<file path="src/rtl/sched_pkg.sv">
package sched_pkg;

    localparam int RES_W = 10;

    typedef enum logic [2:0] {
        ST_IDLE,
        ST_SET0,
        ST_GO0,
        ST_WAIT0,
        ST_SET1,
        ST_GO1,
        ST_WAIT1
    } seq_state_t;

    typedef struct packed {
        logic [RES_W-1:0] ch1;
        logic [RES_W-1:0] ch0;
    } result_pair_t;

    function automatic logic is_go(input seq_state_t s);
        return (s == ST_GO0) || (s == ST_GO1);
    endfunction

endpackage

</file>
<file path="src/rtl/tick_div.sv">
module tick_div #(
    parameter int DIV = 4
) (
    input  logic clk,
    input  logic rst,
    input  logic clr,
    input  logic en,
    output logic pulse
);
    localparam int W = (DIV > 1) ? $clog2(DIV) : 1;
    localparam logic [W-1:0] LAST = W'(DIV - 1);

    logic [W-1:0] cnt;

    always_ff @(posedge clk) begin
        if (rst || clr)
            cnt <= '0;
        else if (en)
            cnt <= (cnt == LAST) ? '0 : cnt + 1'b1;
    end

    assign pulse = en && !clr && (cnt == LAST);
endmodule

</file>
<file path="src/rtl/reload_cnt.sv">
module reload_cnt #(
    parameter int RELOAD = 30
) (
    input  logic clk,
    input  logic rst,
    input  logic step,
    output logic fire
);
    localparam int W = (RELOAD > 1) ? $clog2(RELOAD + 1) : 1;
    localparam logic [W-1:0] INIT = W'(RELOAD);

    logic [W-1:0] remain;

    always_ff @(posedge clk) begin
        if (rst) begin
            remain <= INIT;
            fire   <= 1'b0;
        end else begin
            fire <= 1'b0;
            if (step) begin
                if (remain <= 1) begin
                    remain <= INIT;
                    fire   <= 1'b1;
                end else begin
                    remain <= remain - 1'b1;
                end
            end
        end
    end
endmodule

</file>
<file path="src/rtl/conv_seq.sv">
module conv_seq
    import sched_pkg::*;
(
    input  logic             clk,
    input  logic             rst,
    input  logic             trig,
    input  logic             done,
    input  logic [RES_W-1:0] data,
    input  logic             ack,
    output logic             start,
    output logic             chan,
    output logic             en,
    output result_pair_t     res,
    output logic             ready
);
    seq_state_t state;

    always_ff @(posedge clk) begin
        if (rst) begin
            state <= ST_IDLE;
            chan  <= 1'b0;
            en    <= 1'b0;
            res   <= '0;
            ready <= 1'b0;
        end else begin
            if (ack)
                ready <= 1'b0;
            unique case (state)
                ST_IDLE: if (trig) begin
                    state <= ST_SET0;
                    chan  <= 1'b0;
                    en    <= 1'b1;
                end
                ST_SET0: state <= ST_GO0;
                ST_GO0:  state <= ST_WAIT0;
                ST_WAIT0: if (done) begin
                    res.ch0 <= data;
                    chan    <= 1'b1;
                    state   <= ST_SET1;
                end
                ST_SET1: state <= ST_GO1;
                ST_GO1:  state <= ST_WAIT1;
                ST_WAIT1: if (done) begin
                    res.ch1 <= data;
                    en      <= 1'b0;
                    ready   <= 1'b1;
                    state   <= ST_IDLE;
                end
                default: state <= ST_IDLE;
            endcase
        end
    end

    assign start = is_go(state);
endmodule

</file>
<file path="src/rtl/sample_sched.sv">
module sample_sched
    import sched_pkg::*;
#(
    parameter int PRE_DIV  = 1024,
    parameter int OVF_DIV  = 256,
    parameter int RELOAD   = 30,
    parameter int CONV_DIV = 128
) (
    input  logic             clk,
    input  logic             rst,
    input  logic             conv_done,
    input  logic [RES_W-1:0] conv_data,
    input  logic             ack,
    output logic             conv_start,
    output logic             conv_chan,
    output logic             conv_en,
    output logic             conv_clk_en,
    output logic [RES_W-1:0] res_ch0,
    output logic [RES_W-1:0] res_ch1,
    output logic             ready
);
    localparam int NSTAGE = 2;

    logic [NSTAGE-1:0] stage_en;
    logic [NSTAGE-1:0] stage_pulse;
    logic              trig;
    result_pair_t      res;

    assign stage_en = {stage_pulse[0], 1'b1};

    for (genvar g = 0; g < NSTAGE; g++) begin : g_stage
        tick_div #(.DIV(g == 0 ? PRE_DIV : OVF_DIV)) u_div (
            .clk   (clk),
            .rst   (rst),
            .clr   (1'b0),
            .en    (stage_en[g]),
            .pulse (stage_pulse[g])
        );
    end

    reload_cnt #(.RELOAD(RELOAD)) u_reload (
        .clk  (clk),
        .rst  (rst),
        .step (stage_pulse[NSTAGE-1]),
        .fire (trig)
    );

    conv_seq u_seq (
        .clk   (clk),
        .rst   (rst),
        .trig  (trig),
        .done  (conv_done),
        .data  (conv_data),
        .ack   (ack),
        .start (conv_start),
        .chan  (conv_chan),
        .en    (conv_en),
        .res   (res),
        .ready (ready)
    );

    tick_div #(.DIV(CONV_DIV)) u_conv_clk (
        .clk   (clk),
        .rst   (rst),
        .clr   (!conv_en),
        .en    (conv_en),
        .pulse (conv_clk_en)
    );

    assign res_ch0 = res.ch0;
    assign res_ch1 = res.ch1;
endmodule

</file>
<file path="config.mk">
export PLATFORM = sky130hd
export DESIGN_NAME = sample_sched
export DESIGN_NICKNAME = d
export VERILOG_FILES = /design/src/rtl/sched_pkg.sv /design/src/rtl/tick_div.sv /design/src/rtl/reload_cnt.sv /design/src/rtl/conv_seq.sv /design/src/rtl/sample_sched.sv
export SDC_FILE = /design/constraint.sdc
export NUM_CORES = 1
export LEC_CHECK = 0
export BUFFER_PORTS_ARGS = -buffer_cell sky130_fd_sc_hd__clkbuf_2
export CORE_UTILIZATION = 59
export DETAILED_ROUTE_END_ITERATION = 8
export HOLD_SLACK_MARGIN = 0.15
export PLACE_DENSITY = 0.9
export SYNTH_ARGS = -nofsm -noshare
export SYNTH_HDL_FRONTEND = slang
export SYNTH_SLANG_ARGS = --single-unit
export TNS_END_PERCENT = 100
</file>
<file path="constraint.sdc">
create_clock -name clk -period 3 [get_ports clk]
set_clock_uncertainty 0.15 [all_clocks]
set_input_delay 0.15 -clock clk [delete_from_list [all_inputs] [get_ports clk]]
set_output_delay 0.15 -clock clk [all_outputs]
set_load 0.03 [all_outputs]
</file>
==> run_results.csv <==
group,metric,value,unit
status,status,"complete, no violations",
cells_and_area,fin_util,78.1,%
setup_path,crit_path_max_incr_delay,0.71,ns
setup_path,critPathLaunchType,"register",
clocking,cts_root_buffer,"clkbuf_8",
setup_path,arrival,2.45,ns
route,vias_per_cell,5.72,
cells_and_area,layout-drive-gt1-share,17.2,%
hold_path,hp-class,"register to register",
clocking,cts_max_level,3,
clocking,clock_sinks,57,
sta,fin_setup_tns,0,ns
cells_and_area,fin_area,0.00295,mm²
synth,yosysSeqAreaShare,47.7,%
global_routing,grt_pass1_vias,2106,
setup_path,cp-end-kind,"register",
cells_and_area,area_growth,23.3,%
route,wl_per_cell,14.2,µm
route,wirelength,5.57,mm
cells_and_area,diodes,0,
synth,syn-num-nets,308,
setup_path,path_cells,"ha_1 > nand3_1 > nor4_1 > nand2_1 > o31a_1",
floorplan,row_count,22,
floorplan,pin_count,39,
setup_path,r2r_end,"u_reload.remain[3]",
setup_path,r2r-start,"g_stage[0].u_div.cnt[0]",
cells_and_area,finalNetCount,358,
clocking,postCtsResizedCells,0,
setup_path,critical_path_required,3.08,ns
floorplan,fp.coreArea,0.00377,mm²
clocking,cts_tree,"built",
global_routing,antenna_found_initial,0,
setup_path,critPathMaxFanout,14,
flow_run,cap_violations,0,
synth,synth_edf_count,0,
placement,portBuffers,38,
cells_and_area,mostFrequentLayoutCells,"dfxtp_1, nand2_1, clkbuf_2",
power_and_ir_drop,p_per_area,526,mW/mm²
power_and_ir_drop,p_total,1.55,mW
power_and_ir_drop,leakage,1.14,nW
route,dr.pass1.iters,4,
sta,rsz0062_at_grt,"no",
floorplan,die_w,65.6,µm
synth,syn_area,0.00239,mm²
synth,yosys_warnings,0,
sta,slew_violations,0,
synth,synth_ff_type,"dfxtp_1",
sta,fmax,0.421,GHz
clocking,cts_made_buffers,9,
placement,hpwl,3.52,mm
sta,setup-violations-final,0,
cells_and_area,final_common_cell,"dfxtp_1",
setup_path,crit_slowest_cell,"nor4_1",
sta,post-route-period-util,79.1,%
setup_path,critPathTopFamily,"simple AND/OR/NAND/NOR gates",
clocking,clock_path_buffers,2,
synth,synthCells,289,
route,num_vias,2244,
setup_path,cp_num_buf_inv,0,
synth,synth_cell_types,36,
cells_and_area,stdcell_count,392,
setup_path,r2r_cells,5,
placement,placed_area,0.00260,mm²
placement,globalplace.congestion,0.848,
sta,hold_viol_final,0,
setup_path,endpoint,"u_reload.remain[3]",
floorplan,die_h,65.6,µm
route,drc,0,
clocking,clock_latency,0.34,ns
floorplan,start_util,63.4,%
clocking,cts.reportedPaths.clkPinSlew,0.06,ns
placement,place_inst,362,
setup_path,r2r_setup_slack,0.63,ns
floorplan,die_area,0.00431,mm²
cells_and_area,fill_cells,239,
route,detail-route-antenna-nets,0,
power_and_ir_drop,ir_drop,0.000369,V
global_routing,overflow,0,
synth,synth_area_per_cell,8.27,µm²
sta,tightest_slew,0.689,ns
synth,synth-seq-cells,57,
global_routing,grt_max_degree,31,
global_routing,grtUsageTotal,28.8,%
route,drt_iter0_drc,119,
setup_path,critPathKind,"register to register",
setup_path,crit_start,"g_stage[0].u_div.cnt[0]",
global_routing,grt_pass1_wl,9.21,mm
sta,min_period,2.37,ns
synth,ys_async_sr_fraction,0,%
setup_path,path_depth,5,
sta,slew_headroom,53.6,%
cell families after synthesis:
| group | synth area share, % |
|---|---|
| XOR/XNOR | 5.86 |
| buffers and inverters | 3.61 |
| multiplexers | 0.890 |
| adder cells (fa/ha/maj) | 2.62 |
| flip-flops | 47.7 |
| AO/OA/AOI/OAI | 12.0 |
| AND/OR/NAND/NOR | 27.2 |
where the power goes:
group	internal (mW)	switching, mW	leakage, nW
combinational	0.0242	0.0242	0.573
clock	0.451	0.283	0.107
sequential	0.762	0.00592	0.460
how the worst min path moves through the flow:
stage                       startpoint             to  slack [ns]  depth (start not counted)
after floorplan           conv_data[0]   u_seq.res[0]        0.14                          2
after global placement    conv_data[0]   u_seq.res[0]        0.24                          3
after detailed placement  conv_data[2]  u_seq.res[12]        0.24                          3
after CTS                 u_seq.res[5]   u_seq.res[5]        0.31                          2
after global routing      u_seq.res[7]   u_seq.res[7]        0.33                          2
final                     u_seq.res[6]   u_seq.res[6]        0.31                          2
final cells by class:
class	count	area [µm²]	share of cell area (%)
multi-input combinational	209	1160	39.4
sequential	57	1140	38.7
timing repair buffer	54	345	11.7
clock buffer	14	173	5.86
tap	48	60.1	2.04
clock inverter	2	35.0	1.19
inverter	8	30.0	1.02
sequential cells by signal (all words and copies together) (netlist names):
name and flops:
u_seq.res 20, u_seq.en 1, u_reload.remain 5, u_seq.ready 1
g_stage.u_div.cnt 18, u_reload.fire 1, u_seq.chan 1, u_conv_clk.cnt 7
u_seq.state 3
cells in the mapped netlist, types with 2 or more instances:
| cell | instances | share of area, % |
|---|---|---|
| and3_1 | 8 | 2.1 |
| a21o_1 | 2 | 0.63 |
| inv_1 | 8 | 1.3 |
| a311oi_1 | 2 | 0.73 |
| clkbuf_1 | 14 | 2.2 |
| dfxtp_1 | 57 | 48 |
| or3_1 | 2 | 0.52 |
| xnor2_1 | 11 | 4.0 |
| nand3_1 | 9 | 1.9 |
| nand2_1 | 53 | 8.3 |
| xor2_1 | 5 | 1.8 |
| o31a_1 | 2 | 0.73 |
| nor3_1 | 10 | 2.1 |
| a21oi_1 | 29 | 6.1 |
| o21ai_0 | 8 | 1.7 |
| ha_1 | 5 | 2.6 |
| nor2_1 | 28 | 4.4 |
| nor4_1 | 8 | 2.1 |
| nor2b_1 | 3 | 0.79 |
| nor4b_1 | 2 | 0.73 |
| nand4_1 | 8 | 2.1 |
worst reg2reg max path, stage by stage, from the launching register on:
cell and delay (ns):
dfxtp_1 0.36, ha_1 0.22, nand3_1 0.36, nor4_1 0.72, nand2_1 0.16, o31a_1 0.30
layer usage:
layer / vias up / part of all wire, % / global-route usage [%]
met5: - / 0 / 0
met4: 0 / 2.9 / 16.0
met3: 21 / 5.0 / 7.81
met2: 69 / 51 / 48.6
met1: 1052 / 41 / 32.5
li1: 1102 / - / -
per-stage QoR:
stage | setup WS (ns) | hold slack, ns
2_1_floorplan | 1.16 | 0.136
3_3_place_gp | 0.842 | 0.240
3_5_place_dp | 0.686 | 0.241
4_1_cts | 0.675 | 0.305
5_1_grt | 0.457 | 0.326
6_report | 0.627 | 0.306
timing repair:
| action | 4_1_cts | 5_1_grt |
|---|---|---|
| endpoints found under the hold margin | 30 | 0 |
| buffers inserted | 0 | 0 |
| hold buffers | 14 | 0 |
No activity file was read; power rests on OpenSTA's default activity.
